<file path="src/rtl/ext_pin_irq.sv">
module ext_pin_irq #(
  parameter int SYNC_STAGES = 2
) (
  input  logic       clk,
  input  logic       rst_n,
  input  logic       reg_sel,
  input  logic       wr_en,
  input  logic [7:0] wr_data,
  output logic [7:0] rd_data,
  input  logic [1:0] pin_i,
  input  logic       gie_i,
  input  logic [1:0] ack_i,
  output logic [1:0] irq_o
);

  localparam logic [1:0] SENSE_LOW  = 2'b00;
  localparam logic [1:0] SENSE_ANY  = 2'b01;
  localparam logic [1:0] SENSE_FALL = 2'b10;
  localparam logic [1:0] SENSE_RISE = 2'b11;

  logic [6:0] ctrl_q;
  logic [3:0] mask_q;
  logic [1:0] sync_q [SYNC_STAGES];
  logic [1:0] prev_q;
  logic [1:0] pend_q;
  logic [1:0] hit_w;
  logic [1:0] req_w;

  wire [1:0] sense = ctrl_q[1:0];
  wire [1:0] smp   = sync_q[SYNC_STAGES-1];
  wire [1:0] en    = {mask_q[3], mask_q[2]};

  always_ff @(posedge clk or negedge rst_n) begin
    if (!rst_n) begin
      ctrl_q <= '0;
      mask_q <= '0;
    end else if (wr_en) begin
      if (reg_sel) mask_q <= wr_data[7:4];
      else         ctrl_q <= wr_data[6:0];
    end
  end

  always_ff @(posedge clk or negedge rst_n) begin
    if (!rst_n) begin
      for (int s = 0; s < SYNC_STAGES; s++) sync_q[s] <= '0;
      prev_q <= '0;
    end else begin
      sync_q[0] <= pin_i;
      for (int s = 1; s < SYNC_STAGES; s++) sync_q[s] <= sync_q[s-1];
      prev_q <= smp;
    end
  end

  always_comb begin
    case (sense)
      SENSE_ANY:  hit_w = smp ^ prev_q;
      SENSE_FALL: hit_w = prev_q & ~smp;
      SENSE_RISE: hit_w = ~prev_q & smp;
      default:    hit_w = '0;
    endcase
  end

  always_ff @(posedge clk or negedge rst_n) begin
    if (!rst_n)                 pend_q <= '0;
    else if (sense == SENSE_LOW) pend_q <= '0;
    else                        pend_q <= hit_w | (pend_q & ~ack_i);
  end

  assign req_w   = (sense == SENSE_LOW) ? ~smp : pend_q;
  assign irq_o   = req_w & en & {2{gie_i}};
  assign rd_data = reg_sel ? {mask_q, 4'b0000} : {1'b0, ctrl_q};

endmodule

</file>
<file path="config.mk">
export PLATFORM = sky130hd
export DESIGN_NAME = ext_pin_irq
export DESIGN_NICKNAME = d
export VERILOG_FILES = /design/src/rtl/ext_pin_irq.sv
export SDC_FILE = /design/constraint.sdc
export NUM_CORES = 1
export LEC_CHECK = 0
export BUFFER_PORTS_ARGS = -buffer_cell sky130_fd_sc_hd__buf_2
export CORE_MARGIN = 2
export CORE_UTILIZATION = 52
export DETAILED_ROUTE_END_ITERATION = 6
export GPL_TIMING_DRIVEN = 1
export PLACE_DENSITY_LB_ADDON = 0.05
export SYNTH_ARGS = -nofsm -noshare
export SYNTH_HDL_FRONTEND = slang
export SYNTH_SLANG_ARGS = --single-unit
</file>
<file path="constraint.sdc">
create_clock -name clk -period 2 [get_ports clk]
set_input_delay 0.3 -clock clk [delete_from_list [all_inputs] [get_ports clk]]
set_output_delay 0.3 -clock clk [all_outputs]
set_load 0.01 [all_outputs]
</file>
==> impl_metrics.toml <==
[die]
fp.dieW_um = 44.9
num_io_pins = 27
fp.dieH_um = 44.9
design.die.area_um2 = 2020
initial_utilization_pct = 56.4
std_cell_rows = 14
fp.coreArea_um2 = 1540

[power]
p_int_uw = 608
irDropWorstVdd_mv = 0.589
pwr_density_cell_nw_per_um2 = 798
switching_power_uw = 227
netSwitchingFraction_pct = 27.2
power.clock.fraction_pct = 22.8
power.share.combinational_pct = 21.4
power.sequential.fraction_pct = 55.9
power_leakage_nw = 0.536

[critical_path]
crit_buf_inv = 1
slowest_stage = "sky130_fd_sc_hd__dfrtp_1"
critical_path_peak_fanout = 6
crit_path_start_kind = "flop"
timing.critical_path.max_delay_family = "flip-flops"
critical_path.cell_chain = "nor2_2 > mux2_4 > and3_1 > buf_2"
worstPathArrival_ns = 1.60
type_of_destination_of_the_critical_path = "output pin"
worstSetupPathType = "reg -> out"
cp.required_ns = 1.70
max_stage_delay_ns = 0.45

[final_layout]
design_area_um2 = 1050
finalCoreUtilization_pct = 67.9
drive_gt1_share_pct = 42.4
layout_overhead_on_the_synthesized_area_pct = 20.3
post_layout_nonfiller_instances = 115
insertedDiodeCount = 0
finalNetCount = 121

[route]
route.antenna.remaining_nets = 0
num_vias = 605
drt_wl_total_um = 1440
drt-initial-drc-count = 0
routed_wire_length_per_instance_um = 12.5
avgViaCountPerCell = 5.26
post-route-drc-count = 0
drt_pass1_iterations = 1

[sta]
rsz0062_at_grt = "no"
max_freq_ghz = 0.527
max-slew-margin-rel_pct = 72.5
report.final.slew_viol_count = 0
final.setup.tns_ns = 0
setup_viol = 0
layout_min_cycle_time_ns = 1.90
timing.clock.skew_ns = 0.00836
timing.final.crit_share_pct = 94.8
tightestPinTransition_ns = 0.413
timing.final.hold_violations = 0

[synthesis]
asyncSetResetFlopFracSynth_pct = 100
synth.top_cell.area_share_pct = 54.7
synthesis.area_per_instance_um2 = 12.6
synth_edf_count = 0
yosysWarnings = 0
synth_top_cells_by_count = "sky130_fd_sc_hd__dfrtp_1 (19), sky130_fd_sc_hd__mux2_2 (9), sky130_fd_sc_hd__inv_1 (6)"
synth_area_leader_cell = "sky130_fd_sc_hd__dfrtp_1"
ys.flop_type = "sky130_fd_sc_hd__dfrtp_1"
largest_cells_by_area_after_synthesis = "sky130_fd_sc_hd__dfrtp_1 (55%), sky130_fd_sc_hd__mux2_2 (12%), sky130_fd_sc_hd__mux2_1 (6.5%)"
syn_area_um2 = 870
yosys.cell_types.count = 20
synth_sequential_area_ratio_pct = 54.7
post-synth-top-count-cell = "sky130_fd_sc_hd__dfrtp_1"
mappedNetlistNets = 90
syn_inst = 69
number_of_synthesized_register_bits = 19

[clock_network]
clockRootBuffer = "sky130_fd_sc_hd__clkbuf_4"
cts_sinks = 19
number_of_levels_in_the_clock_h_tree = 1
clk_transition_reported_paths_ns = 0.11
post_cts_resize_count = 0
number_of_buffers_between_clock_root_and_the_deepest_sink = 2
post_cts_buffers = 0
hold_buffers = 1
tritoncts = "done"
insertion_delay_ns = 0.29
number_of_buffers_added_by_the_clock_tree_synthesis_step = 3

[global_route]
grt_antenna_before_repair = 0
globalRouteOverflowTotal = 0
grt_pass1_vias = 611
grt_pass1_wl_um = 2420
maximum_number_of_pins_on_one_net_before_global_route_repair = 20
groute.usage.overall_pct = 16.7

[run_status]
status = "completed"

[placement]
placed_cells_incl_taps = 110
dpl-instance-area_um2 = 1010
dp_hpwl_um = 1130
routabilityCongestion = 0.784
count_of_buffers_from_port_buffering = 26

[run]
cap_violations = 0

[hold_path]
min-delay-path-class = "in -> reg"
[power by group through the flow]
stage | clock network (mW) | logic [mW] | registers (mW)
floorplan | 0 | 0.122 | 0.464
global placement | 0 | 0.175 | 0.471
detailed placement | 0 | 0.179 | 0.475
CTS | 0.196 | 0.181 | 0.468
global route | 0.212 | 0.200 | 0.473
finish | 0.190 | 0.178 | 0.466
[worst register-to-register path, stage by stage, from the launching register on]
cell                       delay (ns)
sky130_fd_sc_hd__dfrtp_1         0.43
sky130_fd_sc_hd__ha_1            0.29
sky130_fd_sc_hd__inv_1           0.03
sky130_fd_sc_hd__o22ai_1         0.15
sky130_fd_sc_hd__a21boi_0        0.10
[cell usage in the layout, fill, tap and decap left out, drive strengths merged, types with 3 or more instances in the layout]
| cell type | instances |
|---|---|
| nor2 | 4 |
| nand2 | 3 |
| ha | 4 |
| inv | 6 |
| dfrtp | 19 |
| buf | 27 |
| mux2 | 15 |
| nor2b | 5 |
| clkbuf | 3 |
[cells by family after synthesis]
| kind of cell | Yosys count | share of synthesized area, % |
|---|---|---|
| buf+inv | 8 | 4.75 |
| fa+ha+maj | 4 | 5.76 |
| mux | 15 | 19.9 |
| compound gates | 7 | 5.18 |
| flops | 19 | 54.7 |
| simple gates | 16 | 9.79 |
[area by class of cell]
cell class	instances	area (µm²)
inverters	6	22.5
multi-input cells	42	353
clock buffers	3	22.5
clock inverters	1	5.00
fillers	131	495
repair buffers	28	148
well taps	16	20.0
flip-flops and latches	19	475
[registers in the layout, summed over array words and instances (netlist names)]
signal  cells
ctrl_q      7
mask_q      4
pend_q      2
prev_q      2
smp         2
sync_q      2
[layer usage]
| layer | up-vias | track usage (%) | wire length [µm] |
|---|---|---|---|
| li1 | 291 | - | - |
| met1 | 295 | 22.8 | 657 |
| met2 | 17 | 26.1 | 687 |
| met3 | 2 | 2.40 | 77 |
| met4 | 0 | 8.82 | 13 |
| met5 | - | 0 | 0 |
[path summary, 6_finish.rpt]
path                       startpoint        end  slack (ns)  depth (start not counted)
max                         ctrl_q[0]   irq_o[1]        0.10                          4
min                          pin_i[0]  sync_q[2]        0.10                          1
max reg2reg                    smp[0]  pend_q[0]        0.90                          4
min reg2reg                 sync_q[2]     smp[0]        0.36                          0
max in group asynchronous       rst_n  ctrl_q[2]        1.25                          2
min in group asynchronous       rst_n     smp[1]        0.45                          2
[through the flow]
step	setup WS (ns)	hold slack, ns	power (mW)
global placement	0.467	0.256	0.646
CTS	0.101	0.0932	0.845
floorplan	0.585	0.00441	0.585
finish	0.103	0.102	0.835
global route	0.0343	0.0808	0.885
detailed placement	0.439	0.257	0.654
No activity file was read; power rests on OpenSTA's default activity.
